--- src/rtl/irq_agg_pkg.sv ---
// Package: shared constants and helpers for the single-word interrupt aggregator.
// Assumes a 32-bit control word split into two 16-bit halves.
package irq_agg_pkg;

    localparam int WORD_W = 32;
    localparam int HALF_W = 16;

    // Builds the mask of legal bit positions inside one half of the word.
    function automatic logic [HALF_W-1:0] half_mask(input int lsb, input int cnt);
        logic [HALF_W-1:0] m;
        m = '0;
        for (int p = 0; p < HALF_W; p++) begin
            if (p >= lsb && p < lsb + cnt) m[p] = 1'b1;
        end
        return m;
    endfunction

endpackage

--- src/rtl/irq_agg_enable_reg.sv ---
// Module: enable half of the control word.
// Holds one enable bit per source at its configured position. Positions
// outside the field are forced to zero, so writes to them have no effect.
// Assumes the caller passes the low half of the written word.
module irq_agg_enable_reg
    import irq_agg_pkg::*;
#(
    parameter int FIELD_LSB = 0,
    parameter int SRC_COUNT = 7
) (
    input  logic              clk,
    input  logic              rst_n,
    input  logic              wr_en,
    input  logic [HALF_W-1:0] wr_half,
    output logic [HALF_W-1:0] en_q
);

    localparam logic [HALF_W-1:0] FIELD_MASK = half_mask(FIELD_LSB, SRC_COUNT);

    // Load the enable field on a write; clear everything on reset.
    always_ff @(posedge clk) begin
        if (!rst_n) begin
            en_q <= '0;
        end else if (wr_en) begin
            en_q <= wr_half & FIELD_MASK;
        end
    end

endmodule

--- src/rtl/irq_agg_pending_reg.sv ---
// Module: pending half of the control word.
// Each bit in the field is set by its level source and cleared by a
// written one. A source that is high wins over a clear on the same edge.
// Assumes the source vector is already shifted to the field position.
module irq_agg_pending_reg
    import irq_agg_pkg::*;
#(
    parameter int FIELD_LSB = 0,
    parameter int SRC_COUNT = 7
) (
    input  logic              clk,
    input  logic              rst_n,
    input  logic [HALF_W-1:0] src_wide,
    input  logic              wr_en,
    input  logic [HALF_W-1:0] wr_half,
    output logic [HALF_W-1:0] pend_q
);

    localparam logic [HALF_W-1:0] FIELD_MASK = half_mask(FIELD_LSB, SRC_COUNT);

    logic [HALF_W-1:0] clr_vec;
    logic [HALF_W-1:0] pend_next;

    // Form the write-one-to-clear vector and the next pending state.
    always_comb begin
        clr_vec   = wr_en ? wr_half : '0;
        pend_next = ((pend_q & ~clr_vec) | src_wide) & FIELD_MASK;
    end

    // Register the pending bits; reset clears them.
    always_ff @(posedge clk) begin
        if (!rst_n) begin
            pend_q <= '0;
        end else begin
            pend_q <= pend_next;
        end
    end

endmodule

--- src/rtl/irq_agg_parent.sv ---
// Module: parent interrupt generator.
// Registers the OR of all pending-and-enabled bits, so the line follows
// state changes one clock later and is free of glitches.
module irq_agg_parent
    import irq_agg_pkg::*;
(
    input  logic              clk,
    input  logic              rst_n,
    input  logic [HALF_W-1:0] en_q,
    input  logic [HALF_W-1:0] pend_q,
    output logic              irq_q
);

    // Register the reduced request; reset drives it low.
    always_ff @(posedge clk) begin
        if (!rst_n) begin
            irq_q <= 1'b0;
        end else begin
            irq_q <= |(en_q & pend_q);
        end
    end

endmodule

--- src/rtl/wordreg_irq_agg.sv ---
// Module: single-word interrupt aggregator (top).
// Gathers SRC_COUNT level sources into one parent line. One 32-bit word
// holds enables (low half) and write-one-to-clear pending bits (high half,
// 16 above each enable). Assumes FIELD_LSB + SRC_COUNT <= 16.
module wordreg_irq_agg
    import irq_agg_pkg::*;
#(
    parameter int FIELD_LSB = 0,
    parameter int SRC_COUNT = 7
) (
    input  logic                 clk,
    input  logic                 rst_n,
    input  logic [SRC_COUNT-1:0] src_i,
    input  logic                 wr_en,
    input  logic [WORD_W-1:0]    wr_data,
    output logic [WORD_W-1:0]    rd_data,
    output logic                 irq_o
);

    logic [HALF_W-1:0] src_wide;
    logic [HALF_W-1:0] en_q;
    logic [HALF_W-1:0] pend_q;

    // Place the source vector at the configured field position.
    always_comb begin
        src_wide = HALF_W'(src_i) << FIELD_LSB;
    end

    irq_agg_enable_reg #(
        .FIELD_LSB (FIELD_LSB),
        .SRC_COUNT (SRC_COUNT)
    ) en_reg_i (
        .clk     (clk),
        .rst_n   (rst_n),
        .wr_en   (wr_en),
        .wr_half (wr_data[HALF_W-1:0]),
        .en_q    (en_q)
    );

    irq_agg_pending_reg #(
        .FIELD_LSB (FIELD_LSB),
        .SRC_COUNT (SRC_COUNT)
    ) pend_reg_i (
        .clk      (clk),
        .rst_n    (rst_n),
        .src_wide (src_wide),
        .wr_en    (wr_en),
        .wr_half  (wr_data[WORD_W-1:HALF_W]),
        .pend_q   (pend_q)
    );

    irq_agg_parent parent_i (
        .clk    (clk),
        .rst_n  (rst_n),
        .en_q   (en_q),
        .pend_q (pend_q),
        .irq_q  (irq_o)
    );

    // Assemble the read word from both halves.
    always_comb begin
        rd_data = {pend_q, en_q};
    end

endmodule

--- config.mk ---
export PLATFORM = sky130hd
export DESIGN_NAME = wordreg_irq_agg
export DESIGN_NICKNAME = d
export VERILOG_FILES = /design/src/rtl/irq_agg_pkg.sv /design/src/rtl/irq_agg_enable_reg.sv /design/src/rtl/irq_agg_pending_reg.sv /design/src/rtl/irq_agg_parent.sv /design/src/rtl/wordreg_irq_agg.sv
export SDC_FILE = /design/constraint.sdc
export NUM_CORES = 1
export LEC_CHECK = 0
export BUFFER_PORTS_ARGS = -buffer_cell sky130_fd_sc_hd__buf_4
export CORE_UTILIZATION = 38
export CTS_BUF_LIST = sky130_fd_sc_hd__clkbuf_4
export CTS_CLUSTER_DIAMETER = 50
export DETAILED_ROUTE_END_ITERATION = 16
export GPL_TIMING_DRIVEN = 1
export PLACE_DENSITY = 0.91
export SETUP_SLACK_MARGIN = 0.2
export SLEW_MARGIN = 20
export SYNTH_ARGS = -nofsm -noshare
export SYNTH_HDL_FRONTEND = slang
export SYNTH_SLANG_ARGS = --single-unit
--- constraint.sdc ---
create_clock -name clk -period 1.82 [get_ports clk]
set_clock_uncertainty 0.05 [all_clocks]
set_input_delay 0.091 -clock clk [delete_from_list [all_inputs] [get_ports clk]]
set_output_delay 0.091 -clock clk [all_outputs]
set_load 0.05 [all_outputs]
### After elaboration in Yosys (flattened, before gate mapping)

Cells that the tools add are included.

| storage, ports and cells | value |
|---|---|
| word-level logic and storage cells | 9 |
| bits of input ports | 42 |
| bits in latches | 0 |
| ROM bits | 0 |
| memories | 0 |
| bits in writable memories | 0 |
| output and inout bits | 33 |
| bits in registers | 15 |

| operators by class | value |
|---|---|
| multipliers | 0 |
| mux-type cells | 1 |
| add/subtract/negate cells | 0 |
| order comparisons | 0 |
| bitwise logic cells | 4 |
| reduce and logical (&&, ||, !) cells | 1 |
| div/mod/pow operators | 0 |
| shift-type cells | 0 |
| eq/ne operators | 0 |

Operator list:

| cell | number |
|---|---|
| OR reduction 16 bit | 1 |
| bitwise AND 7 bit | 2 |
| two-way mux 7 bit | 1 |
| inverter 7 bit | 1 |
| bitwise OR 7 bit | 1 |

### Depth between registers and ports, before layout

Gate-level depths: netlist of the first run.

| depth | value |
|---|---|
| word-level depth | 4 |
| mapped depth | 3 |
| mapped depth without buffers | 2 |

### Modules after synthesis

A second synthesis of the first run with hierarchy kept.

| unflattened totals | value |
|---|---|
| cell total of the unflattened synthesis | 83 |
| area total of the unflattened synthesis | 772.0 µm² |

Modules (own cells, without submodules):

| module | sequential area each (µm²) | instances | cells an instance | area an instance (µm²) |
|---|---|---|---|---|
| irq_agg_enable_reg | 140.1 | 1 | 32 | 336.6 |
| irq_agg_pending_reg | 140.1 | 1 | 38 | 316.6 |
| irq_agg_parent | 20.0 | 1 | 12 | 115.1 |
| wordreg_irq_agg | 0.0 | 1 | 1 | 3.8 |

### Worst setup path before layout of the first run

Ideal clock, no wire load.

| path | value |
|---|---|
| path kind | register -> register |
| start | register pend_reg_i.pend_q[4] |
| end | register parent_i.irq_q |
| arrival time | 0.949 ns |
| library setup time | 0.131 ns |
| setup slack | 0.690 ns |
| clock period less this slack | 1.130 ns |
| required time | 1.639 ns |
| stages on the path, launching flop included | 3 |
| buffers on the path | 0 |
| cells stage by stage | dfxtp_1 -> a222oi_1 -> a31oi_1 |

| on the way | value |
|---|---|
| word-level cells in the longest chain between the ends | 2 |

Ends and longest elaborated chain:

| what | RTL line | RTL |
|---|---|---|
| from (decl) | irq_agg_pending_reg.sv:16 | `output logic [HALF_W-1:0] pend_q` |
| from (signal assigned) | irq_agg_pending_reg.sv:35 | `pend_q <= pend_next;` |
| bitwise AND 7 bit | irq_agg_parent.sv:19 | `irq_q <= \|(en_q & pend_q);` |
| OR reduction 16 bit | irq_agg_parent.sv:19 |  |
| to (signal assigned) | irq_agg_parent.sv:19 |  |
| to (decl) | irq_agg_parent.sv:11 | `output logic irq_q` |

No other way between the ends.
A chain may end at the register's enable or synchronous reset.

### Worst setup path after layout of the first run

| path | value |
|---|---|
| start | register pend_reg_i.pend_q[3] |
| end | output rd_data[19] |

RTL lines:

| what | RTL line | RTL |
|---|---|---|
| to (decl) | wordreg_irq_agg.sv:16 | `output logic [WORD_W-1:0] rd_data,` |

No word-level cell between the ends.

==> results of run 1 <==
[stage by stage]
stage	worst slack (ps)	util (%)	hold WS, ps	std cells
finish	817	60.9	10.7	142
floorplan	690	-	165	86
global placement	838	54.0	252	129
detailed placement	835	54.0	256	129
CTS	802	60.9	8.71	142
global route	755	60.9	6.45	142
[registers in the layout, summed over array words and instances, names as in the netlist]
name	count
en_reg_i.en_q	7
pend_reg_i.pend_q	7
parent_i.irq_q	1
[placed cells by master, fill, tap and decap left out, drive strengths merged]
cell	instances
nor2	7
a222oi	1
a31oi	1
a21boi	7
dfxtp	15
clkbuf	4
mux2i	7
conb	18
dlygate4sd3	9
a22oi	2
inv	1
buf	38
o21a	7
[final cells by class]
class                   count  area [um2]
multi-input cells          50         312
clock buffers               4        30.0
flip-flops and latches     15         300
well taps                  25        31.3
fillers                   177         674
inverters                   1        3.75
repair buffers             47         375
[timing repair]
| action | CTS | global route |
|---|---|---|
| resized for setup | 0 | 0 |
| endpoints found under the hold margin | 9 | 0 |
| hold buffers | 9 | 0 |
[worst min-delay path by stage]
stage | to | start | slack (ps) | cells past startpoint
4_1_cts | en_reg_i.en_q[5]$_SDFFE_PN0P_ | wr_data[5] | 9 | 3
6_report | en_reg_i.en_q[5]$_SDFFE_PN0P_ | wr_data[5] | 10 | 3
3_5_place_dp | pend_reg_i.pend_q[3]$_SDFF_PN0_ | src_i[3] | 260 | 2
2_1_floorplan | pend_reg_i.pend_q[4]$_SDFF_PN0_ | src_i[4] | 160 | 1
5_1_grt | en_reg_i.en_q[0]$_SDFFE_PN0P_ | wr_data[0] | 6 | 3
3_3_place_gp | pend_reg_i.pend_q[0]$_SDFF_PN0_ | src_i[0] | 250 | 2
[report_power, final]
| group | switching, uW | leakage, uW | internal, uW |
|---|---|---|---|
| logic | 200 | 0.000383 | 95.4 |
| clock network | 95.5 | 0.0000184 | 99.6 |
| registers | 16.2 | 0.000125 | 350 |
[routing by layer]
| layer | wire [um] | up-vias | share of wire (%) | GRT usage, % |
|---|---|---|---|---|
| met3 | 109 | 0 | 6.8 | 4.00 |
| met2 | 893 | 36 | 56 | 36.2 |
| met1 | 588 | 289 | 37 | 16.5 |
| met5 | 0 | - | 0 | 0 |
| met4 | 0 | 0 | 0 | 3.64 |
| li1 | - | 296 | - | - |
[cell families (layout without fill, tap and decap cells)]
family          after synthesis  in the layout  share of synthesized area (%)
mux                           7              7                           9.96
simple gates                  7              7                           3.74
other cells                   1             18                          0.533
compound gates               18             18                           21.0
buf+inv                      21             52                           22.1
flops                        15             15                           42.7
==> summary.md, run 1 <==
| Metric | Value |
|---|---|
| Outcome | completed |
| Number of port buffers | 38 |
| Slowest CP cell | dfxtp_1 |
| Cts bufs inserted | 3 |
| Die Span X | ~45 um |
| Syn Area/Cell | 10.2 um2 |
| Max-Cap Viols | 0 |
| Req. time, crit path | 1680 ps |
| Crit-path cells | buf_4 |
| DR iter-0 viols | 11 |
| Total wire length | 1590 um |
| Tightest Hold Check Type | in2reg |
| Setup slack, reg-to-reg | ~840 ps |
| Syn Std Cell Area | 703 um2 |
| Ant. Diodes | 0 |
| Critical Path AT | 860 ps |
| Pleak | about 0.00053 uW |
| Syn Inst Count | between 60 and 70 |
| CP Capture Type | output port |
| Number of enable flip-flop cells after synthesis | 0 |
| H-tree levels | 1 |
| CTS tree | yes |
| Via Count | roughly 620 |
| Startpoint types | register |
| WL/cell | ~11 um |
| Max Transition Viols Final | 0 |
| Critical Path Max Stage Delay | 380 ps |
| WP buf/inv | 1 |
| CTS root buf | clkbuf_4 |
| Largest net degree at the start of global routing | 15 |
| Antenna violations before repair | 0 |
| Clock Latency Late Sink | 270 ps |
| Seq/Total Area, Yosys | 42.7% |
| Worst path depth | 1 |
| Crit-path max FO | 3 |
| Die height | approximately 45 um |
| CTS clk-pin slew, worst paths | around 80 ps |
| Minimum clock period | ~1000 ps |
| CP delay by family, top | flip-flops |
| Worst setup endpoint | rd_data[19] |
| Critical Path Start | pend_reg_i.pend_q[3]$_SDFF_PN0_ |
| Cells on worst reg2reg path | 2 |
| Die area | between 0.002 and 0.0025 mm2 |
| Post-CTS setup repair buffer count | 0 |
| First-pass GRT wire length | ~2500 um |
| Commonest cells in the netlist | 18 x buf_4, 15 x dfxtp_1, 7 x mux2i_1, 7 x nor2_1, 7 x o21a_1 |
| Via density | 4.37 |
| Yosys top cell by area | dfxtp_1 |
| Post-synth top area share | a little over two fifths |
| Pwr Total | roughly 860 uW |
| Layout cells sized above 1 | approximately two fifths |
| Core Footprint | ~0.0017 mm2 |
| Vias in the first global route | ~600 |
| Hold Vio Cnt, Final | 0 |
| Post-Layout Inst Area | roughly 0.0011 mm2 |
| Aggregate global routing overflow | 0 |
| Power per standard cell area | 815 mW/mm2 |
| Synth cell types | 14 |
| Drt pass-1 iters | 4 |
| Dpl hpwl | approximately 1200 um |
| Highest Clock Rate | about 1000 MHz |
| Reg2Reg Launch Point | pend_reg_i.pend_q[4]$_SDFF_PN0_ |
| FF-to-FF End | parent_i.irq_q$_SDFF_PN0_ |
| GPL Wtd Cong | between 0.7 and 0.8 |
| Prevailing post-synth register cell | dfxtp_1 |
| Fraction of registers with async set/reset | 0% |
| Unrepaired setup endpoints after global routing | false |
| IO Count | 75 |
| Initial core utilization | ~41% |
| Seq cells post-synth | 15 |
| Final #Nets | 160 |
| CTS Sinks | 15 |
| Tcrit/Tclk final | 55.1% |
| Most area-consuming cells after synthesis | dfxtp_1 43%, buf_4 19%, mux2i_1 10% |
| Top-count cell post-synth | buf_4 |
| Drc violations | 0 |
| Ys Warns | 0 |
| Setup Viol. Count Final | 0 |
| Fin Setup TNS | 0 ps |
| CTS max path bufs | 2 |
| Placement Cell Area | 932 um2 |
| Layout area overhead | 49.6% |
| Antenna viol nets, final | 0 |
| Standard-cell rows | 15 |
| Critical path type | reg2out |
| VDD IR max | roughly 0.00044 V |
| All-layer global routing usage | approximately 17% |
Note: power is estimated with default switching activity, not from simulation.
==> run 2, diff against run 1 <==
- CORE_UTILIZATION: 38 -> 32
- PLACE_DENSITY: 0.91 -> 0.82
- clock period: 1.82 -> 0.9 ns (I/O delays scaled with it)
==> run 2 against run 1 <==
- the run now ends with hold timing, setup timing left
- setup slack got worse by 940 ps
- die area increased by 18%
- utilization decreased by 3.0 points
- cell count decreased by 2.1%
- non-clock buffer count decreased by 5
- worst hold slack got worse by 86 ps
- global-route usage decreased by 2.8 points
- sequential power increased by 100%
- combinational power increased by 120%
- critical endpoint is now parent_i.irq_q$_SDFF_PN0_
==> summary.md, run 2 (synthesis gave the netlist of run 1 again) <==
| Metric | Value |
|---|---|
| Outcome | finished with violations |
| Failing checks | hold timing, setup timing |
| Clk pwr share | 22.0% (-0.8 points) |
| VDD IR max | 0.000746 V (+71%) |
| Fill cell count | 186 (+5.1%) |
| Commonest non-fill, non-tap cells in the layout | 24 x buf_4, 18 x conb_1, 14 x dfxtp_4, 14 x buf_8 |
| Multi-input logic area | 315 um2 (+1.2%) |
| Clock Latency Late Sink | 270 ps (about the same) |
| CP Capture Type | register |
| Worst hold endpoint | pend_reg_i.pend_q[6]$_SDFF_PN0_ |
| Tightest Hold Check Type | in2reg |
| Initial core utilization | 34.8% (-5.9 points) |
| Storage element area | 353 um2 (+17%) |
| Largest net degree at the start of global routing | 15 (unchanged) |
| Fin cells | 139 (-2.1%) |
| Via density | 4.32 (-1.1%) |
| Layout area overhead | 66.5% |
| Layout cells sized above 1 | 57.1% (+19 points) |
| Pleak | 0.000554 uW (+5.4%) |
| Post-Layout Inst Area | 0.00117 mm2 (+11%) |
| Met3 wire length | 96 um (-12%) |
| Minimum clock period | about 1000 ps |
| Antenna violations before repair | 0 (unchanged) |
| Highest Clock Rate | 980 MHz |
| Switching part of the total power | 36.1% (-0.27 points) |
| Startpoint types | register |
| Met1 wire length | 614 um (+4.4%) |
| CTS tree | yes |
| Max-Cap Viols | 0 (unchanged) |
| HP Start | src_i[6] |
| Drc violations | 0 (unchanged) |
| Worst Hold Depth | 2 (-1) |
| Cells after DPL | 135 (+4.7%) |
| Standard-cell rows | 16 (+1) |
| Tcrit/Tclk final | 113% |
| Final #Nets | 155 (-3.1%) |
| Drt pass-1 iters | 4 (unchanged) |
| Power per standard cell area | 1530 mW/mm2 (+88%) |
| Die height | 48.9 um (+8.6%) |
| Total wire length | 1640 um (+3.2%) |
| Via Count | 601 (-3.2%) |
| Fin Setup TNS | -444 ps (-444 ps) |
| Critical Path AT | 1120 ps (+260 ps) |
| Req. time, crit path | 1000 ps (-680 ps) |
| Max Transition Viols Final | 0 (unchanged) |
| CTS max path bufs | 2 (unchanged) |
| Combinational power share | 36.8% (+2.3 points) |
| CTS Sinks | 15 (unchanged) |
| Antenna viol nets, final | 0 (unchanged) |
| WL/cell | 11.8 um (+5.4%) |
| Top Registers | en_reg_i.en_q: 7 flops, pend_reg_i.pend_q: 7 flops, parent_i.irq_q: 1 flops |
| Post-CTS setup repair buffer count | 0 (unchanged) |
| Unrepaired setup endpoints after global routing | true |
| Cts bufs inserted | 3 (unchanged) |
| Cells on worst reg2reg path | 2 (unchanged) |
| CTS root buf | clkbuf_4 |
| DR iter-0 viols | 10 (-1) |
| Met2 WL | 932 um (+4.4%) |
| P_int | 1150 uW (+110%) |
| Crit-path max FO | 2 (-1) |
| FF-to-FF End | parent_i.irq_q$_SDFF_PN0_ |
| Core Footprint | 0.00202 mm2 (+17%) |
| H-tree levels | 1 (unchanged) |
| Critical path type | reg2reg |
| IO Count | 75 (unchanged) |
| Number of port buffers | 38 (unchanged) |
| Ant. Diodes | 0 (unchanged) |
| Reg power frac | 41.2% (-1.6 points) |
| Dpl hpwl | 1250 um (+5.8%) |
| Setup slack, reg-to-reg | -120 ps (-960 ps) |
| First-pass GRT wire length | 2650 um (+6.1%) |
| Placement Cell Area | 0.00102 mm2 (+9.1%) |
| Vias in the first global route | 609 (+1.0%) |
| Setup Viol. Count Final | 6 (+6) |
| Worst hold slack | -75.6 ps (-86.2 ps) |
| NetSw | 647 uW (+110%) |
| Die Span X | 48.9 um (+8.6%) |
| Most common cell after layout, fill and taps aside | buf_4 |
| Die area | 0.00239 mm2 (+18%) |
| Aggregate global routing overflow | 0 (unchanged) |
| Final setup margin | -120 ps (-937 ps) |
| All-layer global routing usage | 14.5% (-2.8 points) |
| Hold Vio Cnt, Final | 14 (+14) |
| CTS clk-pin slew, worst paths | 80 ps (about the same) |
| GPL Wtd Cong | 0.713 (+1.2%) |
| Top routing layer in use | met3 |
| Reg2Reg Launch Point | pend_reg_i.pend_q[4]$_SDFF_PN0_ |
run 2: changes by cell type in the layout (fill, tap and decap cells not counted), sizes merged:
cell         change
buf              +4
dlygate4sd3      -9
run 2: worst max-delay path by stage:
| stage | slack [ps] | cells after the start | from | to |
|---|---|---|---|---|
| 2_1_floorplan | -90 | 2 | en_reg_i.en_q[4]$_SDFFE_PN0P_ | parent_i.irq_q$_SDFF_PN0_ |
| 3_3_place_gp | -20 | 2 | en_reg_i.en_q[4]$_SDFFE_PN0P_ | parent_i.irq_q$_SDFF_PN0_ |
| 3_5_place_dp | -110 | 2 | en_reg_i.en_q[4]$_SDFFE_PN0P_ | parent_i.irq_q$_SDFF_PN0_ |
| 4_1_cts | -110 | 2 | pend_reg_i.pend_q[4]$_SDFF_PN0_ | parent_i.irq_q$_SDFF_PN0_ |
| 5_1_grt | -160 | 2 | en_reg_i.en_q[4]$_SDFFE_PN0P_ | parent_i.irq_q$_SDFF_PN0_ |
| 6_report | -120 | 2 | pend_reg_i.pend_q[4]$_SDFF_PN0_ | parent_i.irq_q$_SDFF_PN0_ |
run 2: power groups by stage:
| stage | Clock [uW] | Combinational [uW] | Sequential, uW |
|---|---|---|---|
| finish | 394 | 659 | 738 |
| CTS | 417 | 652 | 739 |
| detailed placement | 0 | 590 | 741 |
| global placement | 0 | 583 | 739 |
| floorplan | 0 | 314 | 898 |
| global route | 464 | 687 | 746 |
run 2: worst max-delay path, stage by stage, from the launching register on:
cell	delay (ps)
dfxtp_4	350
a222oi_1	360
a31oi_1	140
run 2: metal layers:
metal  up-vias  GRT usage (%)
li1        288              -
met1       276           15.7
met2        37           26.6
met3         0           4.36
met4         0           4.41
met5         -              0
run 2: cell type report:
class                           count  area share [%]
Timing Repair Buffer               42            37.2
Sequential cell                    15            30.1
Multi-Input combinational cell     50            26.9
Tap cell                           27            2.88
Clock buffer                        4            2.56
Inverter                            1           0.321
run 2: through the flow:
stage	power [uW]	setup slack, ps	utilization (%)
2_1_floorplan	1210	-92.6	-
3_3_place_gp	1320	-20.5	50.3
3_5_place_dp	1330	-113	50.3
4_1_cts	1810	-110	57.4
5_1_grt	1900	-164	57.9
6_report	1790	-120	57.9
run 2: what timing repair did:
item / CTS / global route
setup endpoints to repair: 25 / 30
gates resized for setup: 30 / 3
pin swaps: 5 / 2
endpoints found under the hold margin: 14 / 14
==> run 3, diff against run 2 <==
- CORE_MARGIN: not set -> 1.5
- CORE_UTILIZATION: 32 -> 33
- PLACE_DENSITY: 0.82 -> 0.81
- SYNTH_HIERARCHICAL: not set -> 1
==> run 3 against run 2 <==
- the flow still finishes with violations (hold timing, setup timing)
- total power grew 10%
- count of clock-buffer cells in the layout shrank 1
- sequential cell count is the same
- worst hold slack lost 45 ps
- maximum frequency shrank 19%
- utilization grew 8.4 points
- cell count grew 23%
- global-route usage grew 4.9 points
- combinational power grew 32%
- register-to-register slack lost 240 ps
- setup slack lost 240 ps
- sequential share of layout area shrank 6.1 points
- critical path type unchanged
==> summary.md, run 3 <==
| Metric | Value |
|---|---|
| Outcome | finished with violations |
| Failing checks | hold timing, setup timing |
| GPL Wtd Cong | 0.693 (-2.8%) |
| Req. time, crit path | 1040 ps (+40 ps) |
| Fin Setup TNS | -1880 ps (-1430 ps) |
| Unrepaired setup endpoints after global routing | true |
| Startpoint types | register |
| Setup Viol. Count Final | 17 (+11) |
| IO Count | 75 (unchanged) |
| Highest Clock Rate | 791 MHz (-19%) |
| Fill cell count | 185 (-0.54%) |
| Multi-input logic area | 390 um2 (+24%) |
| Die Span X | 51.3 um (+4.9%) |
| VDD IR max | 0.000969 V (+30%) |
| CTS max path bufs | 2 (unchanged) |
| Number of port buffers | 38 (unchanged) |
| Ant. Diodes | 0 (unchanged) |
| Largest net degree at the start of global routing | 16 (+1) |
| Power per standard cell area | 1340 mW/mm2 (-12%) |
| Crit-path cells | a22o_1 -> a221oi_2 -> nand3_1 -> o21a_1 |
| Tcrit/Tclk final | 140% (+27 points) |
| Cts bufs inserted | 3 (unchanged) |
| Critical Path AT | 1400 ps (+280 ps) |
| Total wire length | 2350 um (+43%) |
| Critical path type | reg2reg |
| Max-Cap Viols | 0 (unchanged) |
| Combinational power share | 44.0% (+7.2 points) |
| Commonest non-fill, non-tap cells in the layout | 24 x buf_4, 20 x buf_6, 18 x conb_1 |
| Clock Latency Late Sink | 280 ps (about the same) |
| Crit-path max FO | 2 (unchanged) |
| Final setup margin | -364 ps (-244 ps) |
| Final #Nets | 186 (+20%) |
| CP Capture Type | register |
| Top Registers | en_reg_i/en_q: 7 flops, pend_reg_i/pend_q: 7 flops, parent_i/irq_q: 1 flops |
| Via Count | 785 (+31%) |
| Minimum clock period | 1260 ps (+244 ps) |
| Slowest CP cell | dfxtp_4 |
| Cells after DPL | 159 (+18%) |
| Clk pwr share | 19.1% (-2.9 points) |
| DR iter-0 viols | 2 (-8) |
| Die height | 51.3 um (+4.9%) |
| Drt pass-1 iters | 2 (-2) |
| Critical Path Max Stage Delay | 350 ps (about the same) |
| Max Transition Viols Final | 0 (unchanged) |
| NetSw | 748 uW (+16%) |
| CTS tree | yes |
| Reg power frac | 37.0% (-4.2 points) |
| Pleak | 0.000698 uW (+26%) |
| Most common cell after layout, fill and taps aside | buf_4 |
| Worst hold slack | -121 ps (-45.1 ps) |
| Storage element area | 353 um2 (unchanged) |
| Switching part of the total power | 37.9% (+1.8 points) |
| P_int | 1220 uW (+6.9%) |
| Syn Std Cell Area | 768 um2 (+9.3%) |
| CTS Sinks | 15 (unchanged) |
| Antenna viol nets, final | 0 (unchanged) |
| Tightest Hold Check Type | in2reg |
| Antenna violations before repair | 0 (unchanged) |
| Layout cells sized above 1 | 59.4% (+2.3 points) |
| Initial core utilization | 34.7% (-0.049 points) |
| Layout area overhead | 91.0% |
| Ys Warns | 6 (+6) |
| H-tree levels | 1 (unchanged) |
| All-layer global routing usage | 19.4% (+4.9 points) |
| Via density | 4.59 (+6.2%) |
| Syn Inst Count | 82 (+19%) |
| Core Footprint | 0.00221 mm2 (+9.4%) |
| Drc violations | 0 (unchanged) |
| Fin cells | 171 (+23%) |
| Dpl hpwl | 1630 um (+30%) |
| CTS root buf | clkbuf_4 |
| First-pass GRT wire length | 3620 um (+36%) |
| Syn Area/Cell | 9.37 um2 (-8.1%) |
| Vias in the first global route | 825 (+35%) |
| Standard-cell rows | 17 (+1) |
| Aggregate global routing overflow | 0 (unchanged) |
| Die area | 0.00263 mm2 (+10%) |
| WL/cell | 13.7 um (+16%) |
| CTS clk-pin slew, worst paths | 90 ps (about the same) |
| Hold Vio Cnt, Final | 12 (-2) |
-- run 3: timing repair --
item | 4_1_cts | 5_1_grt
hold endpoints to repair | 13 | 11
pin swaps | 3 | 1
gates resized for setup | 48 | 9
setup buffers | 3 | 3
hold buffers | 1 | 1
setup endpoints to repair | 30 | 30
-- run 3: path summary, 6_finish.rpt --
check / from / endpoint / cells past startpoint / slack (ps)
max: en_reg_i/en_q[6]$_SDFFE_PN0P_ / parent_i/irq_q$_SDFF_PN0_ / 4 / -360
min: wr_data[21] / pend_reg_i/pend_q[5]$_SDFF_PN0_ / 2 / -120
max reg2reg: en_reg_i/en_q[6]$_SDFFE_PN0P_ / parent_i/irq_q$_SDFF_PN0_ / 4 / -360
min reg2reg: pend_reg_i/pend_q[0]$_SDFF_PN0_ / pend_reg_i/pend_q[0]$_SDFF_PN0_ / 3 / 570
-- run 3: per-layer routing --
metal	share of wire [%]	track usage, %
met1	34	18.6
met5	0	0
met4	3.1	11.4
met2	59	37.2
met3	4.6	4.39
-- run 3: power by group through the flow --
stage	Sequential [uW]	Combinational, uW	Clock (uW)
after global placement	732	670	0
final	729	867	376
after floorplan	905	333	0
after global routing	737	905	442
after CTS	730	810	385
after detailed placement	738	679	0
-- run 3: critical path, delay by kind of cell (launching register included) --
kind | cells | cell delay [ps]
flip-flops | 1 | 350
AO/OA/AOI/OAI | 3 | 640
AND/OR/NAND/NOR | 1 | 120
-- run 3: area by class of cell --
class,instances,area share [%]
Tap cell,28,2.39
Timing Repair Buffer,60,43.3
Clock buffer,3,1.53
Multi-Input combinational cell,57,26.6
Sequential cell,15,24.0
Clock inverter,1,0.341
Inverter,7,1.79
-- run 3: stage by stage --
step	power [uW]	area, um2	util [%]	worst slack (ps)
detailed placement	1420	1160	52.4	-339
floorplan	1240	881	-	-308
CTS	1930	1400	63.1	-348
global route	2080	1470	66.3	-396
global placement	1400	1160	52.4	-245
finish	1970	1470	66.3	-364
